--- src/rtl/tp_link_pkg.sv ---
package tp_link_pkg;

  typedef enum logic [1:0] {
    ST_POWER_DOWN = 2'd0,
    ST_RESET_HOLD = 2'd1,
    ST_LINK_FAIL  = 2'd2,
    ST_LINK_PASS  = 2'd3
  } linkState_t;

  // Strobes from control to the counter datapath
  typedef struct packed {
    logic holdClr;
    logic holdStep;
    logic beatClr;
    logic beatStep;
  } seqStrobe_t;

endpackage

--- src/rtl/tp_link_dp.sv ---
module tp_link_dp
  import tp_link_pkg::*;
#(
  parameter int HOLD_US   = 10,
  parameter int PULSE_MIN = 5
) (
  input  logic       clk,
  input  logic       hardRst,
  input  seqStrobe_t strb,
  output logic       holdDone,
  output logic       beatDone
);

  localparam int HOLD_W = (HOLD_US   > 1) ? $clog2(HOLD_US)   : 1;
  localparam int BEAT_W = (PULSE_MIN > 1) ? $clog2(PULSE_MIN) : 1;
  localparam logic [HOLD_W-1:0] HOLD_LAST = HOLD_W'(HOLD_US - 1);
  localparam logic [BEAT_W-1:0] BEAT_LAST = BEAT_W'(PULSE_MIN - 1);

  logic [HOLD_W-1:0] holdCnt;
  logic [BEAT_W-1:0] beatCnt;

  always_ff @(posedge clk) begin
    if (strb.holdClr)       holdCnt <= '0;
    else if (strb.holdStep) holdCnt <= holdCnt + 1'b1;
  end

  always_ff @(posedge clk) begin
    if (strb.beatClr)       beatCnt <= '0;
    else if (strb.beatStep) beatCnt <= beatCnt + 1'b1;
  end

  assign holdDone = (holdCnt == HOLD_LAST);
  assign beatDone = (beatCnt == BEAT_LAST);

  // the hold count never passes the last microsecond
  a_r3_hold_bound: assert property (@(posedge clk) disable iff (hardRst)
    holdCnt <= HOLD_LAST);
  // the beat count never reaches the qualifying total
  a_r5_beat_bound: assert property (@(posedge clk) disable iff (hardRst)
    beatCnt <= BEAT_LAST);
  // a clear leaves the beat count at zero
  a_r7_beat_cleared: assert property (@(posedge clk) disable iff (hardRst)
    strb.beatClr |=> beatCnt == '0);

endmodule

--- src/rtl/tp_link_ctrl.sv ---
module tp_link_ctrl
  import tp_link_pkg::*;
(
  input  logic       clk,
  input  logic       hardRst,
  input  logic       comaReq,
  input  logic       portSel,
  input  logic       snooze,
  input  logic       usTick,
  input  logic       linkPulse,
  input  logic       rxFrame,
  input  logic       holdDone,
  input  logic       beatDone,
  output seqStrobe_t strb,
  output logic       linkPass,
  output logic       txDriveEn,
  output logic       statusEn
);

  linkState_t stateQ, stateNxt;
  logic pdCause, live;

  assign pdCause = hardRst | comaReq | ~portSel;

  always_comb begin
    stateNxt = stateQ;
    strb     = '0;
    if (pdCause) begin
      stateNxt     = ST_POWER_DOWN;
      strb.holdClr = 1'b1;
      strb.beatClr = 1'b1;
    end else begin
      unique case (stateQ)
        ST_POWER_DOWN: begin
          strb.holdClr = 1'b1;
          strb.beatClr = 1'b1;
          stateNxt     = ST_RESET_HOLD;
        end
        ST_RESET_HOLD: begin
          strb.beatClr = 1'b1;
          if (usTick) begin
            if (holdDone) stateNxt = ST_LINK_FAIL;
            else          strb.holdStep = 1'b1;
          end
        end
        ST_LINK_FAIL: begin
          if (rxFrame || (linkPulse && beatDone)) begin
            stateNxt     = ST_LINK_PASS;
            strb.beatClr = 1'b1;
          end else if (linkPulse) begin
            strb.beatStep = 1'b1;
          end
        end
        ST_LINK_PASS: strb.beatClr = 1'b1;
        default:      stateNxt = ST_POWER_DOWN;
      endcase
    end
  end

  always_ff @(posedge clk) stateQ <= stateNxt;

  assign live      = ~pdCause & ((stateQ == ST_LINK_FAIL) | (stateQ == ST_LINK_PASS));
  assign statusEn  = live;
  assign txDriveEn = live & ~snooze;
  assign linkPass  = ~pdCause & (stateQ == ST_LINK_PASS);

  // coma or deselect puts the state in power-down next cycle
  a_r1_enter_pd: assert property (@(posedge clk) disable iff (hardRst)
    (comaReq || !portSel) |=> stateQ == ST_POWER_DOWN);
  // no exit from the hold without a tick
  a_r3_needs_tick: assert property (@(posedge clk) disable iff (hardRst)
    (stateQ == ST_RESET_HOLD && !usTick) |=> stateQ != ST_LINK_FAIL);
  // link-fail is reached only from the hold
  a_r4_fail_entry: assert property (@(posedge clk) disable iff (hardRst)
    $rose(stateQ == ST_LINK_FAIL) |-> $past(stateQ) == ST_RESET_HOLD);
  // link-pass is reached only from link-fail on a pulse or frame
  a_r6_pass_entry: assert property (@(posedge clk) disable iff (hardRst)
    $rose(stateQ == ST_LINK_PASS) |->
      ($past(stateQ) == ST_LINK_FAIL && $past(linkPulse || rxFrame)));
  // link-pass is left only for power-down
  a_r9_pass_sticky: assert property (@(posedge clk) disable iff (hardRst)
    stateQ == ST_LINK_PASS |=>
      (stateQ == ST_LINK_PASS || stateQ == ST_POWER_DOWN));

endmodule

--- src/rtl/tp_link_seq.sv ---
module tp_link_seq
  import tp_link_pkg::*;
#(
  parameter int HOLD_US   = 10,
  parameter int PULSE_MIN = 5
) (
  input  logic clk,
  input  logic hardRst,
  input  logic comaReq,
  input  logic portSel,
  input  logic snooze,
  input  logic usTick,
  input  logic linkPulse,
  input  logic rxFrame,
  output logic linkPass,
  output logic txDriveEn,
  output logic statusEn
);

  seqStrobe_t strb;
  logic holdDone, beatDone;

  tp_link_ctrl u_ctrl (
    .clk(clk), .hardRst(hardRst), .comaReq(comaReq), .portSel(portSel),
    .snooze(snooze), .usTick(usTick), .linkPulse(linkPulse), .rxFrame(rxFrame),
    .holdDone(holdDone), .beatDone(beatDone), .strb(strb),
    .linkPass(linkPass), .txDriveEn(txDriveEn), .statusEn(statusEn)
  );

  tp_link_dp #(.HOLD_US(HOLD_US), .PULSE_MIN(PULSE_MIN)) u_dp (
    .clk(clk), .hardRst(hardRst), .strb(strb),
    .holdDone(holdDone), .beatDone(beatDone)
  );

  // snooze keeps the driver off
  a_r8_snooze_tx_off: assert property (@(posedge clk) disable iff (hardRst)
    snooze |-> !txDriveEn);

endmodule

--- config.mk ---
export PLATFORM = sky130hd
export DESIGN_NAME = tp_link_seq
export DESIGN_NICKNAME = d
export VERILOG_FILES = /design/src/rtl/tp_link_pkg.sv /design/src/rtl/tp_link_dp.sv /design/src/rtl/tp_link_ctrl.sv /design/src/rtl/tp_link_seq.sv
export SDC_FILE = /design/constraint.sdc
export NUM_CORES = 1
export LEC_CHECK = 0
export BUFFER_PORTS_ARGS = -buffer_cell sky130_fd_sc_hd__buf_2
export CORE_AREA = 2 2 39 41
export DETAILED_ROUTE_END_ITERATION = 12
export DIE_AREA = 0 0 41 43
export PLACE_DENSITY = 0.68
export SETUP_SLACK_MARGIN = 0.02
export SLEW_MARGIN = 20
export SYNTH_ARGS = -nofsm -noshare
export SYNTH_HDL_FRONTEND = slang
export SYNTH_HIERARCHICAL = 1
export SYNTH_SLANG_ARGS = --single-unit
export TNS_END_PERCENT = 100
--- constraint.sdc ---
create_clock -name clk -period 1.8 [get_ports clk]
set_input_delay 0.09 -clock clk [delete_from_list [all_inputs] [get_ports clk]]
set_output_delay 0.09 -clock clk [all_outputs]
set_load 0.03 [all_outputs]
# Yosys cells after proc, flatten, opt, wreduce, memory -nomap -nowiden
# Cells that the tools add are included.
[totals]
memories = 0
latchBits = 0
elab_cells = 45
ram_bits = 0
rom_bits = 0
reg_bits = 9
input_bits = 8
[op_classes]
add_sub_neg = 2
bitwise = 9
div = 0
n_eq_ne = 8
n_shift = 0
n_mux = 17
n_mul = 0
reduce_logical = 6
magnitude_cmp = 0
[ops]
columns = ["op", "count"]
rows = [
  ["1-bit two-way mux", 12],
  ["2-bit two-way mux", 3],
  ["2-bit case mux with 3 select lines", 1],
  ["4-bit by 1-bit adder with 4-bit output (second input constant)", 1],
  ["2-bit == test (second input constant)", 2],
  ["4-bit == test (second input constant)", 1],
  ["2-bit inequality test (second input constant)", 2],
  ["4-bit AND reduction", 1],
  ["3-bit by 1-bit adder with 3-bit output (second input constant)", 1],
  ["1-bit bitwise AND", 3],
  ["3-bit == test (second input constant)", 1],
  ["1-bit inverter", 3],
  ["1-bit bitwise OR", 3],
  ["3-bit nonzero test", 1],
  ["3-bit OR reduction", 1],
  ["2-bit by 1-bit == test with 1-bit output (second input constant)", 1],
  ["2-bit logical NOT", 1],
  ["2-bit by 1-bit inequality test with 1-bit output (second input constant)", 1],
  ["1-bit case mux with 2 select lines", 1],
  ["1-bit logical AND", 1],
  ["1-bit logical OR", 1],
]

# Depth between registers and ports, before layout
# Gate-level depths: netlist (run 1).
[depth]
word_depth = 6
mapped_depth = 6

# Modules after synthesis
# Netlist (run 1), hierarchy kept.
[modules_own_cells]
columns = ["mod", "n_inst", "cells_per_inst", "area_each_um2"]
rows = [
  ["tp_link_dp", 1, 34, 349.1],
  ["tp_link_ctrl", 1, 28, 270.3],
]

# Worst setup path before layout (run 1)
# Ideal clock, no wire load.
[synth_path]
path_kind = "reg-to-reg"
startpoint = "register u_dp.holdCnt[1]"
endpoint = "register u_dp.holdCnt[3]"
period_less_slack_ns = 1.599
path_stages_with_launch = 7
t_arrival_ns = 1.478
required_time_ns = 1.679
setup_slack_ns = 0.201
cell_sequence = "dfxtp_1 inv_1 ha_1 and3b_1 and4b_1 nand4_2 mux2_4"
[synth_lines]
columns = ["item", "line", "source"]
rows = [
  ["from (decl)", "tp_link_dp.sv:19", "logic [HOLD_W-1:0] holdCnt;"],
  ["from (signal assigned)", "tp_link_dp.sv:24", "else if (strb.holdStep) holdCnt <= holdCnt + 1'b1;"],
]

==> flow_summary.yaml, run 1 <==
floorplan:
  die_x_um: 41
  die_area_um2: 1760
  rows: 14
  design.core.area_um2: 1380
  initial_core_util_pct: 44.8
  pin_count: 11
  die_h_um: 43
setup_path:
  cp.required_ns: 1.95
  path_class: "reg2reg"
  worst-path-max-fanout: 4
  slowest_stage: "dfxtp_1"
  startpoint_type: "register"
  cp.arrival_ns: 1.73
  end_kind: "register"
  slowest_delay_ns: 0.39
  reg2reg_slack_ns: 0.22
  path_cells: "inv_1 -> ha_1 -> and3b_1 -> and4b_1 -> nand4_2 -> mux2_4"
cells_and_area:
  final_common_cell: "buf_2"
  fin_area_um2: 738
  fin_util_pct: 53.3
  regArea_um2: 180
  drive_gt1_share_pct: 31.6
  most-common-layout-cells: "buf_2, ha_1, dfxtp_1"
  n_antenna_cell: 0
  fin_nets: 97
  multi_input_area_um2: 420
  fill_cells: 135
  area_growth_pct: 19.2
clocking:
  clockRootBuffer: "clkbuf_4"
  clock_latency_ns: 0.26
  clockBufferDepth: 2
  htreeDepth: 1
  hold_buffers: 0
  clock_sinks: 9
  path_clk_slew_ns: 0.07
  cts-buffers-inserted: 3
  cts_setup_buffers: 0
  cts_tree: "built"
  cts_resized: 0
sta:
  setup_viol: 0
  period_share_pct: 87.9
  slew_violations: 0
  min_period_ns: 1.58
  finalSetupTns_ns: 0
  slew_headroom_pct: 79.8
  max_freq_ghz: 0.632
  grt_setup_unrepaired: "no"
  finalHoldViolations: 0
  tightest_slew_ns: 0.303
  fin_worst_skew_ns: 0.00523
place:
  place.gp.congestion: 0.712
  dp_hpwl_um: 807
  place_area_um2: 712
  port_buffers: 10
synthesis:
  synth_area_um2: 619
  synth_top_family_by_area: "simple AND/OR/NAND/NOR gates"
  yosysTopAreaCellShare_pct: 29.1
  synth_top_cell_by_area: "dfxtp_1"
  avgSynthCellArea_um2: 9.99
  synth_compound_area_share_pct: 10.9
  yosysWarnings: 6
  synthXorXnorAreaFrac_pct: 2.83
  synth_cell_types: 25
  synth_cells: 62
  yosys_register_bits: 9
  yosys-top-cells-area: "dfxtp_1, ha_1, mux2i_1, nand2_1, a21bo_2"
  syn_nets: 79
  yosysSeqAreaShare_pct: 29.1
  synth-simple-area-share_pct: 28.7
  muxShareOfSynthArea_pct: 7.27
  synthAdderAreaFrac_pct: 18.2
global_routing:
  antenna_found_initial: 0
  grt_pass1_vias: 412
  grt_max_degree: 9
  grt_pass1_wl_mm: 1.68
  grt_overflow_total: 0
  grt.total_usage_pct: 14.5
routing:
  drt_iter0_markers: 5
  wl_per_cell_um: 10.6
  viasPerCell: 4.96
  drt-total-wl_mm: 1.00
  firstDrtPassIters: 4
  ant_nets: 0
  drc: 0
  vias: 471
min_path:
  hold_class: "in2reg"
pwr:
  power.density_nw_per_um2: 528
  seq_power_share_pct: 51.7
  pwr-share-comb_pct: 6.9
  p_sw_share_pct: 22.9
  p_int_mw: 0.301
  p_sw_mw: 0.0892
  total_power_mw: 0.390
  cellLeakagePower_nw: 0.325
  ir_drop_mv: 0.274
  pwr-share-clk_pct: 41.4
run_status:
  outcome: "complete, no violations"
run:
  drv_cap: 0
[final timing paths]
check | from | end | depth (start not counted)
hold reg to reg | u_ctrl/stateQ[0] | u_ctrl/stateQ[0] | 2
setup / recovery | u_dp/holdCnt[1] | u_dp/holdCnt[3] | 6
hold / removal | rxFrame | u_dp/beatCnt[0] | 3
setup reg to reg | u_dp/holdCnt[1] | u_dp/holdCnt[3] | 6
[final cells by class]
cell class	instances	share of cell area, %
Clock buffer	4	3.56
Inverter	5	2.54
Timing Repair Buffer	13	9.83
Sequential cell	9	24.4
Tap cell	16	2.71
Multi-Input combinational cell	48	56.9
[routing by layer]
layer	GRT usage (%)	share of wire, %	vias to the layer above
met1	17.5	47	221
met2	19.7	49	5
met4	10.0	1.4	0
met3	6.28	2.0	2
li1	-	-	243
met5	0	0	-
[cell families after synthesis]
logic type / Yosys count
simple gates: 26
mux: 4
buf+inv: 5
fa+ha+maj: 9
flops: 9
xor+xnor: 2
compound gates: 7
[critical path, delay by kind of cell (launching register included)]
family        cells  cell delay [ns]
simple gates      3             0.53
flops             1             0.39
mux               1             0.30
fa+ha+maj         1             0.17
buf+inv           1             0.06
[through the flow]
stage	instances	hold WS [ns]	setup WS [ns]
after floorplan	62	0.293	0.201
after global placement	91	0.484	0.256
after detailed placement	91	0.478	0.231
after CTS	95	0.195	0.194
after global routing	95	0.212	0.0687
final	95	0.199	0.218
[sequential cells by signal, indices dropped and copies added (netlist names)]
name and flops:
u_ctrl/stateQ 2, u_dp/beatCnt 3, u_dp/holdCnt 4
[synthesized netlist by cell type]
library cell	count
dfxtp_1	9
a21oi_1	2
xnor2_1	2
nor2_1	5
and3b_1	1
nor2b_2	1
inv_1	5
a221oi_2	1
o21a_4	1
nand2b_1	2
and2b_1	1
mux2_4	1
nand2_1	6
and4b_1	1
nand4b_1	1
and2_1	2
nand4_2	1
nor2b_1	1
nor3b_4	1
ha_1	9
nand3b_1	2
nor4b_2	1
a211oi_1	1
mux2i_1	3
a21bo_2	2
[power groups by stage]
| stage | Sequential, mW | Combinational (mW) | Clock, mW |
|---|---|---|---|
| after floorplan | 0.206 | 0.0136 | 0 |
| after global placement | 0.206 | 0.0274 | 0 |
| after detailed placement | 0.206 | 0.0273 | 0 |
| after CTS | 0.202 | 0.0275 | 0.170 |
| after global routing | 0.202 | 0.0296 | 0.181 |
| final | 0.202 | 0.0270 | 0.161 |
No activity file was read; power rests on OpenSTA's default activity.
==> run 2, diff against run 1 <==
--- a/config.mk
+++ b/config.mk
@@ -6,10 +6,8 @@
 export NUM_CORES = 1
 export LEC_CHECK = 0
 export BUFFER_PORTS_ARGS = -buffer_cell sky130_fd_sc_hd__buf_2
-export CORE_AREA = 2 2 39 41
+export CORE_UTILIZATION = 40
 export DETAILED_ROUTE_END_ITERATION = 12
-export DIE_AREA = 0 0 41 43
-export PLACE_DENSITY = 0.68
 export SETUP_SLACK_MARGIN = 0.02
 export SLEW_MARGIN = 20
 export SYNTH_ARGS = -nofsm -noshare
==> flow_summary.yaml, run 2 (synthesized netlist as in run 1, its figures left out) <==
pwr:
  ir_drop_mv: 0.404
  power.density_nw_per_um2: 514
  cellLeakagePower_nw: 0.321
cells_and_area:
  largest_reg_flops: 4
  regArea_um2: 180
  final_cells: 93
  fin_nets: 96
  drive_gt1_share_pct: 30.8
  n_antenna_cell: 0
  fin_area_um2: 738
  fill_cells: 127
  largest-register: "u_dp/holdCnt"
  top_regs: "u_dp/holdCnt: 4 flops, u_dp/beatCnt: 3 flops, u_ctrl/stateQ: 2 flops"
  final_common_cell: "buf_2"
  multi_input_area_um2: 429
  most-common-layout-cells: "buf_2, ha_1, dfxtp_1"
  area_growth_pct: 19.2
global_routing:
  grt_pass1_vias: 418
  grt_max_degree: 7
  antenna_found_initial: 0
  grt_pass1_wl_mm: 1.67
  grt.total_usage_pct: 15.9
  grt_overflow_total: 0
clocking:
  htreeDepth: 1
  cts_setup_buffers: 0
  hold_buffers: 0
  path_clk_slew_ns: 0.06
  cts-buffers-inserted: 3
  cts_tree: "built"
  clock_sinks: 9
  clockBufferDepth: 2
  cts_resized: 0
  clockRootBuffer: "clkbuf_4"
  clock_latency_ns: 0.25
sta:
  setup_viol: 0
  max_freq_ghz: 0.622
  tightest_slew_ns: 0.335
  min_period_ns: 1.61
  fin_worst_skew_ns: 0.00406
  slew_violations: 0
  finalHoldViolations: 0
  finalSetupTns_ns: 0
  slew_headroom_pct: 77.6
  hold_ws_ns: 0.160
  grt_setup_unrepaired: "no"
  period_share_pct: 89.3
setup_path:
  worst-path-max-fanout: 4
  path_class: "reg2out"
  cp.required_ns: 1.71
  crit_start: "u_ctrl/stateQ[0]"
  r2r_start: "u_dp/holdCnt[1]"
  reg2reg_slack_ns: 0.22
  end_kind: "output port"
  startpoint_type: "register"
  r2r_cells: 7
  cp.arrival_ns: 1.52
  timing.critical_path.to: "txDriveEn"
  r2r_end: "u_dp/holdCnt[1]"
place:
  dp_hpwl_um: 847
  place.gp.congestion: 0.625
  place_area_um2: 703
  dp.cells: 89
  port_buffers: 10
floorplan:
  pin_count: 11
  initial_core_util_pct: 45.3
  rows: 13
  die_area_um2: 1710
  die_x_um: 41.4
  die_h_um: 41.4
  design.core.area_um2: 1370
routing:
  vias: 456
  ant_nets: 0
  wl_per_cell_um: 11.4
  drt_iter0_markers: 3
  viasPerCell: 4.90
  firstDrtPassIters: 4
  drc: 0
  drt-total-wl_mm: 1.06
run:
  drv_cap: 0
run_status:
  outcome: "complete, no violations"
min_path:
  hold_class: "in2reg"
==> run 2: cell types whose count changed in the layout (fill, tap and decap cells not counted), sizes merged <==
cell / before / now
buf: 13 / 12
==> run 2: worst min path at each step <==
stage,startpoint,endpoint,slack (ns),cells past startpoint
after floorplan,hardRst,u_ctrl/stateQ[0],0.29,3
after global placement,hardRst,u_ctrl/stateQ[0],0.41,4
after detailed placement,hardRst,u_ctrl/stateQ[0],0.42,4
after CTS,hardRst,u_ctrl/stateQ[0],0.15,4
after global routing,comaReq,u_ctrl/stateQ[0],0.14,4
final,hardRst,u_ctrl/stateQ[0],0.16,4
==> run 2: final cells by class <==
type                    count  share of cell area (%)
repair buffers             12                    8.81
multi-input cells          48                    58.1
clock buffers               4                    3.56
flip-flops and latches      9                    24.4
inverters                   5                    2.54
well taps                  15                    2.54
==> run 2: stage by stage <==
| step | setup slack, ns | utilization (%) | power, mW |
|---|---|---|---|
| 6_report | 0.193 | 54.0 | 0.380 |
| 5_1_grt | 0.0772 | 54.0 | 0.406 |
| 4_1_cts | 0.120 | 53.4 | 0.389 |
| 3_5_place_dp | 0.125 | 51.5 | 0.234 |
| 3_3_place_gp | 0.189 | 51.5 | 0.233 |
| 2_1_floorplan | 0.201 | - | 0.220 |
==> run 2: routing by layer <==
layer / GRT usage (%) / share of wire (%)
met4: 4.84 / 0.57
met1: 15.9 / 44
met2: 28.5 / 52
met5: 0 / 0
met3: 7.98 / 3.4
==> run 2: critical path: stages, from the launching register on <==
cell and delay, ns:
dfxtp_1 0.41, inv_1 0.10, ha_1 0.25, o21a_4 0.20, and2b_1 0.14, buf_2 0.17
==> run 2: where the power goes <==
part	total (mW)	internal, mW	switching (mW)	leakage, nW
combinational	0.0280	0.0149	0.0131	0.233
sequential	0.202	0.200	0.00170	0.0726
clock	0.150	0.0850	0.0645	0.0150
total	0.380	0.300	0.0793	0.321
==> run 3, diff against run 2 <==
==> constraint.sdc (replaced) <==
create_clock -name clk -period 1.4 [get_ports clk]
set_input_delay 0.07 -clock clk [delete_from_list [all_inputs] [get_ports clk]]
set_output_delay 0.07 -clock clk [all_outputs]
set_load 0.03 [all_outputs]
==> flow_summary.yaml, run 3 (synthesized netlist as in run 1, its figures left out) <==
setup_path:
  cp.arrival_ns: 1.65
  end_kind: "register"
  startpoint_type: "register"
  worst-path-max-fanout: 2
  r2r_start: "u_dp/holdCnt[1]"
  r2r_end: "u_dp/holdCnt[3]"
  path_class: "reg2reg"
  r2r_cells: 6
  cp.required_ns: 1.56
  reg2reg_slack_ns: -0.09
sta:
  final.setup.worst_slack_ns: -0.0906
  tightest_slew_ns: 0.330
  grt_setup_unrepaired: "yes"
  slew_headroom_pct: 77.9
  min_period_ns: 1.49
  setup_viol: 5
  max_freq_ghz: 0.671
  fin_worst_skew_ns: 0.00451
  slew_violations: 0
  period_share_pct: 106
  hold_ws_ns: 0.172
  finalHoldViolations: 0
routing:
  vias: 526
  drt_iter0_markers: 2
  drc: 0
  firstDrtPassIters: 3
  viasPerCell: 4.87
  wl_per_cell_um: 11.5
  ant_nets: 0
  drt-total-wl_mm: 1.24
global_routing:
  grt_overflow_total: 0
  antenna_found_initial: 0
  grt_max_degree: 6
  grt.total_usage_pct: 17.9
  grt_pass1_wl_mm: 1.86
  grt_pass1_vias: 453
pwr:
  pwr-share-comb_pct: 10.4
  pwr-share-clk_pct: 40.2
  p_sw_share_pct: 23.7
  power.density_nw_per_um2: 535
  p_int_mw: 0.398
  ir_drop_mv: 0.350
  p_sw_mw: 0.124
  cellLeakagePower_nw: 0.418
  seq_power_share_pct: 49.4
clocking:
  clock_sinks: 9
  clockBufferDepth: 2
  path_clk_slew_ns: 0.06
  cts_tree: "built"
  clockRootBuffer: "clkbuf_4"
  clock_latency_ns: 0.27
  cts-buffers-inserted: 3
  htreeDepth: 1
cells_and_area:
  area_growth_pct: 57.4
  fill_cells: 100
  n_antenna_cell: 0
  fin_nets: 111
  largest_reg_flops: 4
  most-common-layout-cells: "buf_4, buf_2, buf_6, ha_1, dfxtp_2"
  top_regs: "u_dp/holdCnt: 4 flops, u_dp/beatCnt: 3 flops, u_ctrl/stateQ: 2 flops"
  final_common_cell: "buf_4"
  largest-register: "u_dp/holdCnt"
  drive_gt1_share_pct: 66.7
run:
  drv_cap: 0
run_status:
  violations: "setup timing"
  outcome: "complete, but fails checks"
place:
  place_ws_ns: -0.0500
  port_buffers: 10
  dp_hpwl_um: 860
  place.gp.congestion: 0.691
min_path:
  hold_class: "in2reg"
  holdPathStages: 4
  hold_path_end: "u_dp/beatCnt[2]"
  worstHoldStart: "rxFrame"
floorplan:
  rows: 13
  die_area_um2: 1710
  initial_core_util_pct: 45.3
  die_h_um: 41.4
  pin_count: 11
  design.core.area_um2: 1370
  die_x_um: 41.4
==> run 3: cell types whose count changed in the layout (fill, tap and decap cells not counted), moves of 4 or more <==
cell	previous run	this run
buf_4	2	13
buf_6	0	5
dfxtp_1	9	3
dfxtp_2	0	5
ha_1	9	5
ha_4	0	4
inv_1	5	1
inv_2	0	4
==> run 3: layout make-up <==
type / count / area, um^2 / area share, %
clock buffers: 4 / 26.3 / 2.70
flip-flops and latches: 9 / 190 / 19.5
inverters: 5 / 18.8 / 1.93
repair buffers: 27 / 199 / 20.4
well taps: 15 / 18.8 / 1.93
multi-input cells: 48 / 522 / 53.5
==> run 3: repair_timing <==
| item | in CTS | in global routing |
|---|---|---|
| pin swaps | 4 | 7 |
| setup endpoints to repair | 11 | 11 |
| buffers inserted | 3 | 1 |
| hold buffers | 0 | 0 |
| gates resized for setup | 21 | 6 |
==> run 3: worst max-delay path, stage by stage (launching register included) <==
cell     delay, ns
dfxtp_2       0.34
inv_2         0.04
ha_4          0.13
and3b_1       0.17
and4b_2       0.31
nand4_2       0.09
mux2_4        0.30
==> run 3: how the worst max path moves through the flow <==
| stage | from | to | slack (ns) | cells past startpoint |
|---|---|---|---|---|
| global placement | u_dp/holdCnt[1] | u_dp/holdCnt[3] | -0.05 | 6 |
| global route | u_dp/holdCnt[1] | u_dp/holdCnt[3] | -0.13 | 6 |
| floorplan | u_dp/holdCnt[1] | u_dp/holdCnt[3] | -0.11 | 6 |
| detailed placement | u_dp/holdCnt[1] | u_dp/holdCnt[3] | -0.05 | 6 |
| finish | u_dp/holdCnt[1] | u_dp/holdCnt[3] | -0.09 | 6 |
| CTS | u_ctrl/stateQ[0] | txDriveEn | -0.08 | 6 |
==> run 3: power groups by stage <==
stage / Clock [mW] / Combinational [mW] / Sequential, mW
after floorplan: 0 / 0.0182 / 0.265
after global placement: 0 / 0.0422 / 0.265
after detailed placement: 0 / 0.0425 / 0.265
after CTS: 0.221 / 0.0514 / 0.258
after global routing: 0.233 / 0.0594 / 0.258
final: 0.210 / 0.0544 / 0.258
==> run 3: routing by layer <==
layer  global-route usage (%)  wire [um]  part of all wire (%)  vias up
met5                        0          0                     0        -
met4                     9.68         27                   2.2        0
met3                     7.98         46                   3.7        5
met2                     27.3        619                    50        7
met1                     20.8        544                    44      239
li1                         -          -                     -      275
==> run 3: stage by stage <==
stage          std cells  area [um^2]  setup TNS [ns]  total power, mW  utilization, %
6_report             108          975          -0.221            0.522            71.3
5_1_grt              108          975          -0.605            0.551            71.3
4_1_cts              107          937          -0.139            0.530            68.6
3_5_place_dp         100          806          -0.189            0.308            59.0
3_3_place_gp         100          806         -0.0565            0.307            59.0
2_1_floorplan         62          639          -0.113            0.283               -
